--- src/rtl/win_cap_pkg.sv ---
package win_cap_pkg;
  localparam int unsigned DEF_DATA_W      = 16;
  localparam int unsigned DEF_SYNC_STAGES = 3;

  typedef enum logic [1:0] {
    SEL_HOLD  = 2'd0,
    SEL_SLOW  = 2'd1,
    SEL_LOCAL = 2'd2
  } cap_sel_e;
endpackage

--- src/rtl/win_sync_chain.sv ---
module win_sync_chain #(
  parameter int unsigned STAGES = 3
) (
  input  logic clk_i,
  input  logic rst_ni,
  input  logic slow_clk_i,
  output logic window_o
);
  logic [STAGES-1:0] stage_q;

  generate
    for (genvar k = 0; k < STAGES; k++) begin : g_stage
      if (k == 0) begin : g_first
        always_ff @(posedge clk_i or negedge rst_ni) begin
          if (!rst_ni) stage_q[k] <= 1'b0;
          else         stage_q[k] <= slow_clk_i;
        end
      end else begin : g_next
        always_ff @(posedge clk_i or negedge rst_ni) begin
          if (!rst_ni) stage_q[k] <= 1'b0;
          else         stage_q[k] <= stage_q[k-1];
        end
      end
    end
  endgenerate

  assign window_o = stage_q[STAGES-1];

  // the chain comes out of reset cleared
  a_r1_chain_clear: assert property (@(posedge clk_i)
    $rose(rst_ni) |-> (stage_q == '0));
endmodule

--- src/rtl/win_cap_reg.sv ---
module win_cap_reg
  import win_cap_pkg::*;
#(
  parameter int unsigned DATA_W = 16
) (
  input  logic              clk_i,
  input  logic              rst_ni,
  input  logic              window_i,
  input  logic              local_sel_i,
  input  logic [DATA_W-1:0] slow_data_i,
  input  logic [DATA_W-1:0] local_data_i,
  output logic [DATA_W-1:0] data_o
);
  cap_sel_e          sel;
  logic [DATA_W-1:0] data_d, data_q;

  always_comb begin
    if (local_sel_i)   sel = SEL_LOCAL;
    else if (window_i) sel = SEL_SLOW;
    else               sel = SEL_HOLD;
  end

  always_comb begin
    unique case (sel)
      SEL_LOCAL: data_d = local_data_i;
      SEL_SLOW:  data_d = slow_data_i;
      default:   data_d = data_q;
    endcase
  end

  always_ff @(posedge clk_i or negedge rst_ni) begin
    if (!rst_ni) data_q <= '0;
    else         data_q <= data_d;
  end

  assign data_o = data_q;

  a_r2_window_capture: assert property (@(posedge clk_i) disable iff (!rst_ni)
    (!local_sel_i && window_i) |=> (data_o == $past(slow_data_i)));

  a_r3_hold_closed: assert property (@(posedge clk_i) disable iff (!rst_ni)
    (!local_sel_i && !window_i) |=> $stable(data_o));

  a_r4_local_wins: assert property (@(posedge clk_i) disable iff (!rst_ni)
    local_sel_i |=> (data_o == $past(local_data_i)));
endmodule

--- src/rtl/win_gated_capture.sv ---
module win_gated_capture
  import win_cap_pkg::*;
#(
  parameter int unsigned DATA_W      = DEF_DATA_W,
  parameter int unsigned SYNC_STAGES = DEF_SYNC_STAGES
) (
  input  logic              clk_fast_i,
  input  logic              clk_slow_i,
  input  logic              rst_ni,
  input  logic [DATA_W-1:0] slow_data_i,
  input  logic              local_sel_i,
  input  logic [DATA_W-1:0] local_data_i,
  output logic [DATA_W-1:0] data_o
);
  logic window;

  win_sync_chain #(.STAGES(SYNC_STAGES)) u_chain (
    .clk_i      (clk_fast_i),
    .rst_ni     (rst_ni),
    .slow_clk_i (clk_slow_i),
    .window_o   (window)
  );

  win_cap_reg #(.DATA_W(DATA_W)) u_cap (
    .clk_i        (clk_fast_i),
    .rst_ni       (rst_ni),
    .window_i     (window),
    .local_sel_i  (local_sel_i),
    .slow_data_i  (slow_data_i),
    .local_data_i (local_data_i),
    .data_o       (data_o)
  );

  // any change on the output comes from one of the two sources
  a_r5_source_only: assert property (@(posedge clk_fast_i) disable iff (!rst_ni)
    !$stable(data_o) |-> (data_o == $past(slow_data_i) || data_o == $past(local_data_i)));
endmodule

--- config.mk ---
export PLATFORM = sky130hd
export DESIGN_NAME = win_gated_capture
export DESIGN_NICKNAME = d
export VERILOG_FILES = /design/src/rtl/win_cap_pkg.sv /design/src/rtl/win_sync_chain.sv /design/src/rtl/win_cap_reg.sv /design/src/rtl/win_gated_capture.sv
export SDC_FILE = /design/constraint.sdc
export NUM_CORES = 1
export LEC_CHECK = 0
export BUFFER_PORTS_ARGS = -buffer_cell sky130_fd_sc_hd__buf_2
export CORE_AREA = 3 3 52 54
export DETAILED_ROUTE_END_ITERATION = 6
export DIE_AREA = 0 0 55 57
export PLACE_DENSITY = 0.7
export SYNTH_ARGS = -nofsm -noshare
export SYNTH_HDL_FRONTEND = slang
export SYNTH_SLANG_ARGS = --single-unit
--- constraint.sdc ---
create_clock -name clk_fast_i -period 0.95 [get_ports clk_fast_i]
set_input_delay 0.095 -clock clk_fast_i [delete_from_list [all_inputs] [get_ports clk_fast_i]]
set_output_delay 0.095 -clock clk_fast_i [all_outputs]
set_load 0.05 [all_outputs]
==> flow_metrics.tcl <==
set metrics [dict create \
    status "complete, but fails checks" \
    violations "negative setup slack" \
    dieArea_um2 3140 \
    crit_path_top_delay_cell "dfrtp_1" \
    ys_types 9 \
    drt_iter0_drc 8 \
    crit_chain "buf_6" \
    num_vias 731 \
    worstSetupPathDepth 1 \
    drv_cap 0 \
    dp_cells 150 \
    clk_pin_slew_worst_paths_ps 100 \
    die_height_um 57 \
    grt_use_total 0.138 \
    post-route-util 0.589 \
    crit_path_max_incr_delay_ps 410 \
    drive_gt1_frac 0.452 \
    place_ws_ps -34.6 \
    antenna_found_initial 0 \
    fin_crit_sh 1.01 \
    max-slew-margin-rel 0.720 \
    rrSetupSlack_ps -7 \
    worstSkewPairLatency_ps 290 \
    worstHoldPathCells 3 \
    cts_max_path_buffers 2 \
    synth_top_area_share 0.579 \
    area_growth_pct 61.7 \
    path_buf_inv 1 \
    ir_worst_vdd_mv 1.05 \
    viasPerCell 4.48 \
    ys_seq_area_frac 0.579 \
    rsz0062_at_grt "yes" \
    portBuffers 51 \
    synth_fa_ha_area_frac 0 \
    powerDensity_nw_per_um2 1480 \
    synthXorXnorAreaFrac 0 \
    synth_top_family_by_area "multiplexers" \
    tightest_slew_ps 420 \
    antennaDiodeCount 0 \
    grt_pass1_vias 743 \
    cts.sinks 19 \
    yosys.area_share.simple 0.0732 \
    core_region_area_um2 2250 \
    synth_fp_nets 108 \
    htreeDepth 1 \
    cts_buffers 3 \
    report.power.total_mw 1.96 \
    r2r_end "u_cap.data_o[13]$_DFFE_PN0P_" \
    drcViolationCount 0 \
    pin_count 52 \
    hp-class "input port to register" \
    setup.worst_path.end "data_o[5]" \
    avgRoutedWirePerCell_um 12.5 \
    reg2reg_from "u_chain.window_o$_DFF_PN0_" \
    crit_family "flip-flops" \
    hpwl_mm 1.49 \
    syn_avg_cell_area_um2 11.4 \
    startpoint "u_cap.data_o[5]$_DFFE_PN0P_" \
    worstSetupEndpointType "output pin" \
    synth_area_leaders "dfrtp_1, mux2i_1, nand2_1" \
    setup_ws_ps -7.45 \
    final_hold_viol_count 0 \
    nets 172 \
    drtAntennaViolNets 0 \
    muxShareOfSynthArea 0.195 \
    fmax_ghz 1.04 \
    routed_wl_mm 2.03 \
    layout_min_cycle_time_ps 957 \
    crit_arrival_ps 860 \
    crit_path_start_kind "register" \
    worst-path-max-fanout 2 \
    setup_violations 5 \
    crit_required_ps 850 \
    yosysWarnings 0 \
    critPathKind "register to output pin" \
    num_rows 17 \
    syn_area_um2 821 \
    synth_compound_area_frac 0.0976 \
    grt_start_max_net_pins 33 \
    synth_top_area_cell "dfrtp_1" \
    final_cells 163 \
    gp_congestion 0.728 \
    grt_pass1_wl_mm 3.15 \
    root_buffer "clkbuf_4" \
    die_w_um 55 \
    reg2reg_depth 3 \
    gr-total-overflow 0 \
    syn_inst 72 \
    start_util 0.364 \
    first_pass_iters 4 \
    leakage_nw 0.690 \
    synth_seq_cells 19 \
    cts_tree "built" \
    fin_skew_ps 3.90 \
    drv_slew 0 \
]
## routing by layer
metal | global-route usage | part of all wire | up-vias
met3 | 0.0366 | 0.081 | 2
met4 | 0.0521 | 0.013 | 0
met1 | 0.148 | 0.37 | 325
met5 | 0 | 0 | -
li1 | - | - | 372
met2 | 0.248 | 0.53 | 32
## cell usage in the layout (no fill, tap or decap), drive strengths merged
master and count:
mux2i 16, dfrtp 19, clkbuf 4, dlygate4sd3 7, nand2 16, o21ai 16
buf 57
## power by group
group / internal [mW] / total [mW] / switching (mW)
clock: 0.163 / 0.390 / 0.227
combinational: 0.277 / 0.647 / 0.371
sequential: 0.878 / 0.927 / 0.0484
## cells in the mapped netlist
cell type and n:
buf_12 1, buf_2 2, buf_6 1, clkbuf_1 1, dfrtp_1 19, mux2i_1 16, nand2_1 16, o21ai_0 6
o21ai_1 10
## flip-flops by register name, indices dropped and copies added (netlist names)
signal	count
u_cap.data_o	16
u_chain.window_o	1
u_chain.stage_q	2
## through the flow
step	hold slack, ps	TNS, ps	instance area [µm²]
2_1_floorplan	-201	-29.7	821
3_3_place_gp	53.4	0	1110
3_5_place_dp	54.3	-81.3	1110
4_1_cts	0.0275	-305	1320
5_1_grt	3.73	-1580	1330
6_report	11.9	-28.6	1330
## how the worst min path moves through the flow
stage | slack (ps) | end | startpoint
floorplan | -200 | u_cap.data_o[0]$_DFFE_PN0P_ | rst_ni
global placement | 50 | u_cap.data_o[13]$_DFFE_PN0P_ | rst_ni
detailed placement | 50 | u_cap.data_o[14]$_DFFE_PN0P_ | rst_ni
CTS | 0.03 | u_cap.data_o[8]$_DFFE_PN0P_ | local_data_i[8]
global route | 4 | u_cap.data_o[9]$_DFFE_PN0P_ | local_data_i[9]
finish | 10 | u_cap.data_o[12]$_DFFE_PN0P_ | local_data_i[12]
## area by class of cell
| type | instances | area, µm² |
|---|---|---|
| tap | 28 | 35.0 |
| timing repair buffer | 64 | 487 |
| multi-input combinational | 48 | 304 |
| clock buffer | 4 | 26.3 |
| sequential | 19 | 475 |
| fill | 206 | 927 |
## what timing repair did
| action | in CTS | in global routing |
|---|---|---|
| gates resized for setup | 33 | 1 |
| hold endpoints to repair | 25 | 0 |
| setup endpoints to repair | 25 | 32 |
| hold buffers | 7 | 0 |
| setup buffers | 1 | 1 |
| gates cloned | 0 | 0 |
## cells by family after synthesis
group,Yosys count
buffers and inverters,5
and+or+nand+nor,16
DFF,19
muxes,16
AOI/OAI and AO/OA,16
No activity file was read; power rests on OpenSTA's default activity.
